<file path="config.mk">
export PLATFORM = sky130hd
export DESIGN_NAME = lpad_guard
export DESIGN_NICKNAME = d
export VERILOG_FILES = /design/src/rtl/lpad_pkg.sv /design/src/rtl/lpad_rst_sync.sv /design/src/rtl/lpad_marker_match.sv /design/src/rtl/lpad_tracker.sv /design/src/rtl/lpad_guard.sv
export SDC_FILE = /design/constraint.sdc
export NUM_CORES = 1
export LEC_CHECK = 0
export ABC_AREA = 1
export BUFFER_PORTS_ARGS = -buffer_cell sky130_fd_sc_hd__clkbuf_2
export CORE_MARGIN = 2
export CORE_UTILIZATION = 31
export DETAILED_ROUTE_END_ITERATION = 12
export HOLD_SLACK_MARGIN = 0.05
export PLACE_DENSITY = 0.87
export SYNTH_ARGS = -nofsm -noshare
export SYNTH_HDL_FRONTEND = slang
export SYNTH_SLANG_ARGS = --single-unit
</file>
<file path="constraint.sdc">
create_clock -name clk -period 0.8 [get_ports clk]
set_input_delay 0.04 -clock clk [delete_from_list [all_inputs] [get_ports clk]]
set_output_delay 0.04 -clock clk [all_outputs]
set_load 0.03 [all_outputs]
</file>
<file path="src/rtl/lpad_pkg.sv">
package lpad_pkg;
  typedef enum logic [1:0] {
    CLS_OTHER    = 2'd0,
    CLS_INDIRECT = 2'd1,
    CLS_RELATIVE = 2'd2,
    CLS_OTHER3   = 2'd3
  } rt_class_e;

  typedef enum logic {
    TRK_IDLE = 1'b0,
    TRK_WAIT = 1'b1
  } trk_state_e;

  localparam int unsigned NUM_LEVELS = 2;   // index 0 supervisor, 1 user
  localparam int unsigned MARK_BYTES = 4;
  localparam int unsigned MARK_W     = 8 * MARK_BYTES;
  localparam logic [23:0] MARK_HEAD  = 24'h1E0FF3; // bytes 0..2, little order
  localparam logic [7:0]  MARK_TAIL64 = 8'hFA;
  localparam logic [7:0]  MARK_TAIL32 = 8'hFB;
endpackage

</file>
<file path="src/rtl/lpad_rst_sync.sv">
module lpad_rst_sync #(
  parameter int unsigned STAGES = 2
) (
  input  logic clk,
  input  logic rst_n,
  output logic rst_n_sync
);
  logic [STAGES-1:0] chain_q;

  always_ff @(posedge clk or negedge rst_n) begin
    if (!rst_n) chain_q <= '0;
    else        chain_q <= {chain_q[STAGES-2:0], 1'b1};
  end

  assign rst_n_sync = chain_q[STAGES-1];
endmodule

</file>
<file path="src/rtl/lpad_marker_match.sv">
module lpad_marker_match
  import lpad_pkg::*;
(
  input  logic [MARK_W-1:0] bytes_i,
  input  logic              wide_i,
  output logic              match_o
);
  logic [7:0] tail_want;

  always_comb begin
    tail_want = wide_i ? MARK_TAIL64 : MARK_TAIL32;
    match_o   = (bytes_i[23:0] == MARK_HEAD) && (bytes_i[31:24] == tail_want);
  end
endmodule

</file>
<file path="src/rtl/lpad_tracker.sv">
module lpad_tracker
  import lpad_pkg::*;
(
  input  logic clk,
  input  logic rst_n,
  input  logic step_i,       // a retire at this tracker's level
  input  logic arm_i,        // retire is a tracked indirect branch
  input  logic pad_ok_i,     // retire carries the correct marker
  output logic waiting_o,
  output logic viol_o
);
  trk_state_e state_q, state_d;
  logic       state_en;

  always_comb begin
    state_d  = state_q;
    state_en = step_i;
    viol_o   = 1'b0;
    unique case (state_q)
      TRK_IDLE: if (arm_i) state_d = TRK_WAIT;
      TRK_WAIT: begin
        state_d = TRK_IDLE;
        viol_o  = step_i && !pad_ok_i;
      end
      default: state_d = TRK_IDLE;
    endcase
  end

  always_ff @(posedge clk or negedge rst_n) begin
    if (!rst_n)        state_q <= TRK_IDLE;
    else if (state_en) state_q <= state_d;
  end

  assign waiting_o = (state_q == TRK_WAIT);
endmodule

</file>
<file path="src/rtl/lpad_guard.sv">
module lpad_guard
  import lpad_pkg::*;
#(
  parameter int unsigned CODE_W     = 16,
  parameter int unsigned FAULT_CODE = 3
) (
  input  logic              clk,
  input  logic              rst_n,
  input  logic              rt_valid,
  input  logic [1:0]        rt_class,
  input  logic              rt_notrack,
  input  logic [31:0]       rt_bytes,
  input  logic              rt_wide,
  input  logic              rt_user,
  output logic              cp_fault,
  output logic [CODE_W-1:0] cp_code
);
  localparam logic [CODE_W-1:0] CODE_VAL = CODE_W'(FAULT_CODE);

  logic                  rst_n_int;
  logic                  pad_ok;
  logic                  arm;
  logic [NUM_LEVELS-1:0] step;
  logic [NUM_LEVELS-1:0] waiting;
  logic [NUM_LEVELS-1:0] viol;

  lpad_rst_sync #(.STAGES(2)) u_rst (
    .clk(clk), .rst_n(rst_n), .rst_n_sync(rst_n_int)
  );

  lpad_marker_match u_match (
    .bytes_i(rt_bytes), .wide_i(rt_wide), .match_o(pad_ok)
  );

  assign arm = (rt_class == CLS_INDIRECT) && !rt_notrack;

  for (genvar g = 0; g < NUM_LEVELS; g++) begin : g_lvl
    assign step[g] = rt_valid && (rt_user == g[0]);
    lpad_tracker u_trk (
      .clk(clk), .rst_n(rst_n_int),
      .step_i(step[g]), .arm_i(arm), .pad_ok_i(pad_ok),
      .waiting_o(waiting[g]), .viol_o(viol[g])
    );
  end

  assign cp_fault = |viol;
  assign cp_code  = cp_fault ? CODE_VAL : '0;
endmodule

</file>
==> impl_metrics.toml, run 1 <==
[yosys]
synth_top_cells_by_area = "sky130_fd_sc_hd__buf_4 (27%), sky130_fd_sc_hd__dfrtp_1 (22%), sky130_fd_sc_hd__nand2_1 (16%), sky130_fd_sc_hd__inv_1 (8.4%), sky130_fd_sc_hd__nor2_1 (8.4%)"
synth-warning-count = 0
yosysMostFrequentCell = "sky130_fd_sc_hd__nand2_1"
netlist.area_leader.share_pct = 26.89
synth.cell_area_um2 = 446.7
post_synthesis_cells = 72
synth.top_cells.by_count = "sky130_fd_sc_hd__nand2_1 (19), sky130_fd_sc_hd__buf_4 (16), sky130_fd_sc_hd__inv_1 (10), sky130_fd_sc_hd__nor2_1 (10), sky130_fd_sc_hd__dfrtp_1 (4)"
synth_area_per_cell_um2 = 6.204
synth_enable_flop_cells = 0
synth_largest_area_cell = "sky130_fd_sc_hd__buf_4"
ys_dominant_reg_cell = "sky130_fd_sc_hd__dfrtp_1"
seq_area_frac_synth_pct = 22.41
synth-async-reset-ratio_pct = 100.0
synthDistinctLibCells = 15
ys_ff_latch = 4

[final_layout]
ratio_of_cells_with_drive_above_1_in_the_final_layout_pct = 48.76
count_of_antenna_diodes_in_the_layout = 0
multi_input_area_um2 = 247.7
fillCellCount = 145
area_delta_synth_final_pct = 64.43
utilization_pct = 55.75
layout.nets = 163
area.sequential_um2 = 100.1

[floorplanning]
dieHeight_um = 41.96
top_level_ports = 57
fp.dieArea_mm2 = 0.001761
die_width_um = 41.96
effective_utilization_at_floorplan_pct = 33.90
fp.coreArea_mm2 = 0.001318
core.rowCount = 13

[global_route]
antenna_violations_before_repair = 0
grt_max_degree = 4
grt_util_all_layers_pct = 13.55
grt_overflow = 0
number_of_global_route_vias_before_repair = 549
grt_pass1_wl_mm = 1.890

[power_and_ir_drop]
p_int_w = 0.0006377
netSwitchingPower_w = 0.0003608
p_leak_nw = 0.4452
report.power.total_w = 0.0009985
share_seq_of_total_power_pct = 25.5
power_density_mw_per_mm2 = 1360
irDropWorstVdd_uv = 1038
comb_power_share_pct = 49.7
clock_network_fraction_of_design_power_pct = 24.8
netSwitchingFraction_pct = 36.14

[detailed_routing]
route.vias.total = 536
remaining_drc_errors = 0
drt-wirelength-per-cell_um = 7.441
drtPass1Iterations = 5
starting_drt_drc_count = 3
wl_mm = 1.012
avgViaCountPerCell = 3.941
ant_nets = 0

[timing]
minimum_period_implied_by_the_final_worst_setup_slack_ns = 1.067
finalHoldWorstSlack_ns = 0.09307
period_share_pct = 133.4
timing.final.setup_violations = 4
setup_repair_after_global_routing_missed_its_margin = "true"
maxClockFrequency_mhz = 937.2
finalWorstSetupSlack_ns = -0.2671
fin_worst_skew_ns = 0.005339
slew_violations = 0
final_hold_viol_count = 0

[status]
outcome = "finished, violations left"
failed_checks = "negative setup slack"

[clock_tree]
tritoncts = "built"
cts_buffers = 3
cts.reportedPaths.clkPinSlew_ns = 0.04
cts_htree_levels = 1
worstSkewPairLatency_ns = 0.23
cts_root_buffer = "sky130_fd_sc_hd__clkbuf_4"
cts_sinks = 4
clockBufferDepth = 2

[placement]
buffer_ports.inserted = 42
dp_hpwl_um = 909.9
place_congestion = 0.6540
detailedPlace.worstSlack_ns = -0.08050

[critical_path]
critPathSlowestCell = "sky130_fd_sc_hd__dfrtp_1"
worstSetupPathType = "reg -> out"
start_kind = "flip-flop"
critical_path.max_stage_delay_ns = 0.35
timing.critical_path.cells = "inv_2 > o21ai_2 > nand2_2 > inv_4 > buf_8"
critPathArrivalTime_ns = 1.03
critical_path.max_fanout = 3
timing.critical_path.to_type = "output pin"
crit_required_ns = 0.76

[min_path]
min_path_type = "in -> reg"

[flow_run]
max_cap_violations = 0
==> power by group through the flow <==
stage | sequential [W] | combinational [W] | clock [W]
6_report | 0.000255 | 0.000496 | 0.000248
5_1_grt | 0.000258 | 0.000541 | 0.000289
4_1_cts | 0.000250 | 0.000438 | 0.000256
3_5_place_dp | 0.000254 | 0.000388 | 0
3_3_place_gp | 0.000251 | 0.000376 | 0
2_1_floorplan | 0.000254 | 0.000299 | 0
==> state kept, by name, indices dropped and copies added (netlist names) <==
register               count
g_lvl.u_trk.waiting_o      2
u_rst.chain_q              2
==> through the flow <==
step,setup TNS [ns],cells,instance area (um2)
finish,-0.8903,136,734.5
global route,-1.148,136,734.5
CTS,-0.8168,135,708.2
detailed placement,-0.2398,129,629.4
global placement,-0.2032,129,629.4
floorplan,-0.09653,85,505.5
==> cells in the final DEF (no fill, tap or decap), types with 3 or more instances in the layout <==
| cell | n |
|---|---|
| sky130_fd_sc_hd__conb_1 | 15 |
| sky130_fd_sc_hd__nand2_1 | 18 |
| sky130_fd_sc_hd__inv_1 | 8 |
| sky130_fd_sc_hd__nor2_1 | 10 |
| sky130_fd_sc_hd__clkbuf_2 | 39 |
| sky130_fd_sc_hd__buf_4 | 3 |
| sky130_fd_sc_hd__clkbuf_4 | 3 |
| sky130_fd_sc_hd__buf_8 | 3 |
| sky130_fd_sc_hd__dfrtp_1 | 4 |
==> worst max-delay path: cells and delay by family, from the launching register on <==
family / cells / cell delay, ns
AOI/OAI and AO/OA: 1 / 0.11
DFF: 1 / 0.35
and+or+nand+nor: 1 / 0.07
buffers and inverters: 3 / 0.25
==> timing repair <==
action | in CTS | in global routing
cloned | 0 | 0
hold buffers | 2 | 0
setup endpoints to repair | 3 | 5
pin swaps | 0 | 1
setup buffers | 1 | 1
endpoints found under the hold margin | 4 | 0
resized for setup | 7 | 7
==> layout make-up <==
cell class / instances / area share (%)
timing repair buffer: 49 / 41.57
inverter: 10 / 5.451
tap: 15 / 2.555
multi-input combinational: 55 / 33.73
clock buffer: 3 / 3.066
sequential: 4 / 13.63
==> worst paths after layout <==
check	from	to	slack, ns	cells after the start
min	rt_class[1]	g_lvl[1].u_trk.waiting_o$_DFFE_PN0P_	0.09	4
max	g_lvl[1].u_trk.waiting_o$_DFFE_PN0P_	cp_code[1]	-0.27	5
max reg2reg	g_lvl[1].u_trk.waiting_o$_DFFE_PN0P_	g_lvl[1].u_trk.waiting_o$_DFFE_PN0P_	-0.09	5
min reg2reg	u_rst.chain_q[0]$_DFF_PN0_	u_rst.chain_q[1]$_DFF_PN0_	0.35	0
min in group asynchronous	rst_n	u_rst.chain_q[0]$_DFF_PN0_	0.13	2
max in group asynchronous	u_rst.chain_q[1]$_DFF_PN0_	g_lvl[1].u_trk.waiting_o$_DFFE_PN0P_	0.13	1
==> metal layers <==
layer	wire, um	track usage, %
met1	295	11.35
met2	613	27.50
met3	90	3.913
met4	12	7.097
met5	0	0
==> logic make-up (layout without fill, tap and decap cells) <==
group / Yosys count / count (layout) / synth area share [%]
simple gates: 36 / 36 / 35.30
buf+inv: 26 / 62 / 35.30
compound gates: 4 / 4 / 5.322
flops: 4 / 4 / 22.41
other cells: 2 / 15 / 1.681
No activity file was read; power rests on OpenSTA's default activity.
==> run 2, diff against run 1 <==
--- a/config.mk
+++ b/config.mk
@@ -12,6 +12,7 @@
 export DETAILED_ROUTE_END_ITERATION = 12
 export HOLD_SLACK_MARGIN = 0.05
 export PLACE_DENSITY = 0.87
+export SKIP_CTS_REPAIR_TIMING = 1
 export SYNTH_ARGS = -nofsm -noshare
 export SYNTH_HDL_FRONTEND = slang
 export SYNTH_SLANG_ARGS = --single-unit
==> run 2 against run 1 <==
The run still ends with negative setup slack left. First-iteration DRC count unchanged. Critical path depth unchanged. Final cell count decreased by 1.5%. Clock power about the same. Combinational power decreased by 6.2%. Highest routed layer unchanged.
==> impl_metrics.toml, run 2 (same netlist as run 1, synthesis figures left out) <==
[final_layout]
count_of_antenna_diodes_in_the_layout = 0
most-common-layout-cells = "sky130_fd_sc_hd__clkbuf_2 (39), sky130_fd_sc_hd__nand2_1 (18), sky130_fd_sc_hd__conb_1 (15)"
area_delta_synth_final_pct = 57.70
layout.cells.most_common = "sky130_fd_sc_hd__clkbuf_2"
design_area_um2 = 704.4
ratio_of_cells_with_drive_above_1_in_the_final_layout_pct = 47.90
layout.nets = 161
fillCellCount = 154

[timing]
minimum_period_implied_by_the_final_worst_setup_slack_ns = 1.054
finalWorstSetupSlack_ns = -0.2545
timing.final.setup_violations = 3
final_hold_viol_count = 0
slew_violations = 0
fin_worst_skew_ns = 0.005058
maxClockFrequency_mhz = 948.3
setup_repair_after_global_routing_missed_its_margin = "true"
period_share_pct = 131.8

[placement]
buffer_ports.inserted = 42
detailedPlace.worstSlack_ns = -0.08050
place_congestion = 0.6540
post_dp_cell_area_um2 = 629.4
dp_hpwl_um = 909.9

[critical_path]
worstSetupPathType = "reg -> out"
crit-reg2reg-launch = "g_lvl[0].u_trk.waiting_o$_DFFE_PN0P_"
setup.worst_path.end = "cp_code[1]"
start_kind = "flip-flop"
timing.critical_path.to_type = "output pin"
timing.critical_path.cells = "inv_2 > o21ai_2 > nand2_2 > inv_4 > buf_6"
r2r_setup_slack_ns = 0.03
crit_required_ns = 0.76
r2r.worst_path.cells = 3
critical_path.max_stage_delay_ns = 0.35
crit_path_start = "g_lvl[1].u_trk.waiting_o$_DFFE_PN0P_"
critPathSlowestCell = "sky130_fd_sc_hd__dfrtp_1"
critical_path.max_fanout = 3
critPathArrivalTime_ns = 1.01
r2r-end = "g_lvl[0].u_trk.waiting_o$_DFFE_PN0P_"

[floorplanning]
dieHeight_um = 41.96
effective_utilization_at_floorplan_pct = 33.90
fp.coreArea_mm2 = 0.001318
fp.dieArea_mm2 = 0.001761
die_width_um = 41.96
top_level_ports = 57
core.rowCount = 13

[min_path]
min_path_type = "in -> reg"

[detailed_routing]
drt-wirelength-per-cell_um = 7.433
wl_um = 996
remaining_drc_errors = 0
ant_nets = 0
drtPass1Iterations = 5
starting_drt_drc_count = 3
route.vias.total = 528
avgViaCountPerCell = 3.940

[clock_tree]
clockBufferDepth = 2
cts_buffers = 3
worstSkewPairLatency_ns = 0.23
cts_htree_levels = 1
cts_sinks = 4
cts.reportedPaths.clkPinSlew_ns = 0.04
tritoncts = "built"
cts_root_buffer = "sky130_fd_sc_hd__clkbuf_4"

[power_and_ir_drop]
power_density_mw_per_mm2 = 1374
irDropWorstVdd_uv = 1044
p_leak_nw = 0.4316
report.power.total_w = 0.0009681

[flow_run]
max_cap_violations = 0

[global_route]
grt_max_degree = 4
number_of_global_route_vias_before_repair = 525
grt_util_all_layers_pct = 12.93
grt_overflow = 0
grt_pass1_wl_mm = 1.794
antenna_violations_before_repair = 0

[status]
outcome = "finished, violations left"
failed_checks = "negative setup slack"
==> run 2: cell count changes in the layout (fill, tap and decap cells not counted) <==
cell                    previous run  this run
sky130_fd_sc_hd__buf_8             3         0
sky130_fd_sc_hd__buf_4             3         2
sky130_fd_sc_hd__buf_6             2         4
==> run 2: worst max-delay path: cells and delay by family, from the launching register on <==
kind	cells	cell delay [ns]
buffers and inverters	3	0.24
flip-flops	1	0.35
AND/OR/NAND/NOR	1	0.07
AO/OA/AOI/OAI	1	0.11
==> run 2: how the worst min path moves through the flow <==
stage	cells after the start	slack (ns)	to	start
floorplan	0	-0.26	u_rst.chain_q[0]$_DFF_PN0_	rst_n
global placement	1	-0.17	u_rst.chain_q[0]$_DFF_PN0_	rst_n
detailed placement	1	-0.17	u_rst.chain_q[0]$_DFF_PN0_	rst_n
CTS	1	-0.42	u_rst.chain_q[0]$_DFF_PN0_	rst_n
global route	4	0.09	g_lvl[1].u_trk.waiting_o$_DFFE_PN0P_	rt_notrack
finish	4	0.08	g_lvl[1].u_trk.waiting_o$_DFFE_PN0P_	rt_class[1]
==> run 2: final cells by class <==
| class | count | area, um2 | share of cell area [%] |
|---|---|---|---|
| sequential | 4 | 100.1 | 14.21 |
| tap | 15 | 18.77 | 2.664 |
| inverter | 10 | 40.04 | 5.684 |
| timing repair buffer | 47 | 275.3 | 39.08 |
| multi-input combinational | 55 | 247.7 | 35.17 |
| clock buffer | 3 | 22.52 | 3.197 |
==> run 2: per-layer routing <==
| metal | wire (um) | GRT usage (%) | share of wire, % | up-vias |
|---|---|---|---|---|
| li1 | - | - | - | 278 |
| met1 | 285 | 10.82 | 29 | 223 |
| met2 | 607 | 25.94 | 61 | 25 |
| met3 | 90 | 3.913 | 9.0 | 2 |
| met4 | 12 | 7.097 | 1.2 | 0 |
| met5 | 0 | 0 | 0 | - |
==> run 2: metrics by stage <==
step                std cells  setup TNS [ns]  utilization (%)  hold WS (ns)
floorplan                  85        -0.09653                -       -0.2556
global placement          129         -0.2032            47.77       -0.1722
detailed placement        129         -0.2398            47.77       -0.1718
CTS                       132         -0.9545            49.48       -0.4185
global route              134         -0.9693            53.47       0.08502
finish                    134         -0.7619            53.47       0.08205
==> run 2: power breakdown <==
group	switching (W)	leakage [nW]	internal, W	total (W)
registers	0.0000204	0.0496	0.000235	0.000255
clock network	0.0000797	0.0138	0.000168	0.000247
logic	0.000256	0.368	0.000210	0.000465
==> run 3, diff against run 2 <==
--- a/config.mk
+++ b/config.mk
@@ -7,12 +7,14 @@
 export LEC_CHECK = 0
 export ABC_AREA = 1
 export BUFFER_PORTS_ARGS = -buffer_cell sky130_fd_sc_hd__clkbuf_2
-export CORE_MARGIN = 2
+export CORE_MARGIN = 5
 export CORE_UTILIZATION = 31
 export DETAILED_ROUTE_END_ITERATION = 12
 export HOLD_SLACK_MARGIN = 0.05
+export MAX_ROUTING_LAYER = met4
 export PLACE_DENSITY = 0.87
 export SKIP_CTS_REPAIR_TIMING = 1
+export SKIP_LAST_GASP = 1
 export SYNTH_ARGS = -nofsm -noshare
 export SYNTH_HDL_FRONTEND = slang
 export SYNTH_SLANG_ARGS = --single-unit
==> run 3 against run 2 <==
The flow still finishes with violations (negative setup slack). Worst hold slack better by 0.028 ns. Final area down 0.53%. Setup slack gained 0.0080 ns. Clock power is 4% lower. Via count rose by 1.3%. Sequential share of layout area is 0.076 points higher. Total power decreased by 3.0%. Die area is 31% higher. Utilization decreased by 0.93 points. Critical path type unchanged. Largest cell class unchanged. Highest routed layer is now met3.
==> impl_metrics.toml, run 3 (same netlist as run 1, synthesis figures left out) <==
[critical_path]
critical_path_buf_inv_count = 3
critPathSlowestCell = "sky130_fd_sc_hd__dfrtp_1"
critical_path.max_fanout = 3
worstSetupPathType = "reg -> out"
path_delay_family = "flip-flops"
crit_required_ns = 0.76
timing.critical_path.cells = "inv_2 > o21ai_2 > nand2_2 > inv_4 > buf_6"
start_kind = "flip-flop"
timing.critical_path.to_type = "output pin"
critPathArrivalTime_ns = 1.01
critical_path.max_stage_delay_ns = 0.35

[global_route]
number_of_global_route_vias_before_repair = 421
grt_util_all_layers_pct = 8.665
met3_usage_pct = 2.256
grt_overflow = 0
antenna_violations_before_repair = 0
grt_pass1_wl_mm = 1.366
grt_max_degree = 4
use_met2_pct = 19.26
most_crowded_layer_after_global_routing = "met2"
met1_usage_pct = 5.778

[placement]
dp_hpwl_mm = 1.073
buffer_ports.inserted = 42
place_congestion = 0.6488

[floorplanning]
fp.coreArea_mm2 = 0.001334
dieHeight_um = 47.96
fp.dieArea_mm2 = 0.002300
core.rowCount = 13
effective_utilization_at_floorplan_pct = 33.49
top_level_ports = 57
die_width_um = 47.96

[timing]
finalWorstSetupSlack_ns = -0.2465
period_share_pct = 130.8
timing.final.setup_violations = 4
finalHoldWorstSlack_ns = 0.1104
fin_worst_skew_ns = 0.004789
slew_violations = 0
final_hold_viol_count = 0
minimum_period_implied_by_the_final_worst_setup_slack_ns = 1.046
maxClockFrequency_mhz = 955.6
setup_repair_after_global_routing_missed_its_margin = "true"

[detailed_routing]
ant_nets = 0
route.vias.total = 535
drtPass1Iterations = 1
wl_mm = 1.123
drt-wirelength-per-cell_um = 8.381
avgViaCountPerCell = 3.993
starting_drt_drc_count = 0
remaining_drc_errors = 0

[final_layout]
most-common-layout-cells = "sky130_fd_sc_hd__clkbuf_2 (39), sky130_fd_sc_hd__nand2_1 (18), sky130_fd_sc_hd__conb_1 (15)"
utilization_pct = 52.53
count_of_antenna_diodes_in_the_layout = 0
layout.cells.most_common = "sky130_fd_sc_hd__clkbuf_2"
fillCellCount = 142
ratio_of_cells_with_drive_above_1_in_the_final_layout_pct = 47.90
area_delta_synth_final_pct = 56.86
layout.nets = 161

[clock_tree]
cts_buffers = 3
cts_sinks = 4
cts_htree_levels = 1
cts_root_buffer = "sky130_fd_sc_hd__clkbuf_4"
tritoncts = "built"
worstSkewPairLatency_ns = 0.23
cts.reportedPaths.clkPinSlew_ns = 0.04
clockBufferDepth = 2

[power_and_ir_drop]
p_leak_nw = 0.4304
report.power.total_w = 0.0009390
irDropWorstVdd_uv = 731.3
power_density_mw_per_mm2 = 1340

[status]
failed_checks = "negative setup slack"
outcome = "finished, violations left"

[min_path]
min_path_type = "in -> reg"

[flow_run]
max_cap_violations = 0
run 3: cell type report:
type / count / area, um2 / area share, %
clock buffers: 3 / 22.52 / 3.214
well taps: 15 / 18.77 / 2.679
inverters: 10 / 40.04 / 5.714
multi-input cells: 55 / 247.7 / 35.36
flip-flops and latches: 4 / 100.1 / 14.29
repair buffers: 47 / 271.5 / 38.75
run 3: path summary, 6_finish.rpt:
check | startpoint | to | slack, ns | cells after the start
max | g_lvl[1].u_trk.waiting_o$_DFFE_PN0P_ | cp_code[1] | -0.25 | 5
min | rt_class[1] | g_lvl[1].u_trk.waiting_o$_DFFE_PN0P_ | 0.11 | 4
max reg2reg | g_lvl[1].u_trk.waiting_o$_DFFE_PN0P_ | g_lvl[1].u_trk.waiting_o$_DFFE_PN0P_ | -0.01 | 4
min in group asynchronous | rst_n | u_rst.chain_q[1]$_DFF_PN0_ | 0.13 | 2
min reg2reg | u_rst.chain_q[0]$_DFF_PN0_ | u_rst.chain_q[1]$_DFF_PN0_ | 0.35 | 0
max in group asynchronous | u_rst.chain_q[1]$_DFF_PN0_ | g_lvl[0].u_trk.waiting_o$_DFFE_PN0P_ | 0.14 | 1
run 3: metal layers:
layer	share of wire [%]	vias up	wire (um)
met3	14	0	155
met4	0	0	0
li1	-	279	-
met5	0	-	0
met2	59	26	661
met1	27	230	306
run 3: per-stage QoR:
stage	instances	cell area [um2]	TNS, ns	setup slack (ns)
3_3_place_gp	128	621.8	-0.2279	-0.07617
2_1_floorplan	85	505.5	-0.09653	-0.04827
3_5_place_dp	128	621.8	-0.2628	-0.08873
5_1_grt	134	700.7	-0.9936	-0.3096
4_1_cts	131	644.4	-0.9782	-0.3275
6_report	134	700.7	-0.7528	-0.2465
run 3: power by group:
part | total [W] | internal, W | switching (W)
Combinational | 0.000453 | 0.000197 | 0.000256
Sequential | 0.000250 | 0.000235 | 0.0000152
Clock | 0.000236 | 0.000167 | 0.0000692
run 3: worst reg2reg max path: cells and delay by family (launching register included):
kind | cells | cell delay [ns]
flip-flops | 1 | 0.38
buffers and inverters | 2 | 0.16
AND/OR/NAND/NOR | 1 | 0.05
AO/OA/AOI/OAI | 1 | 0.14
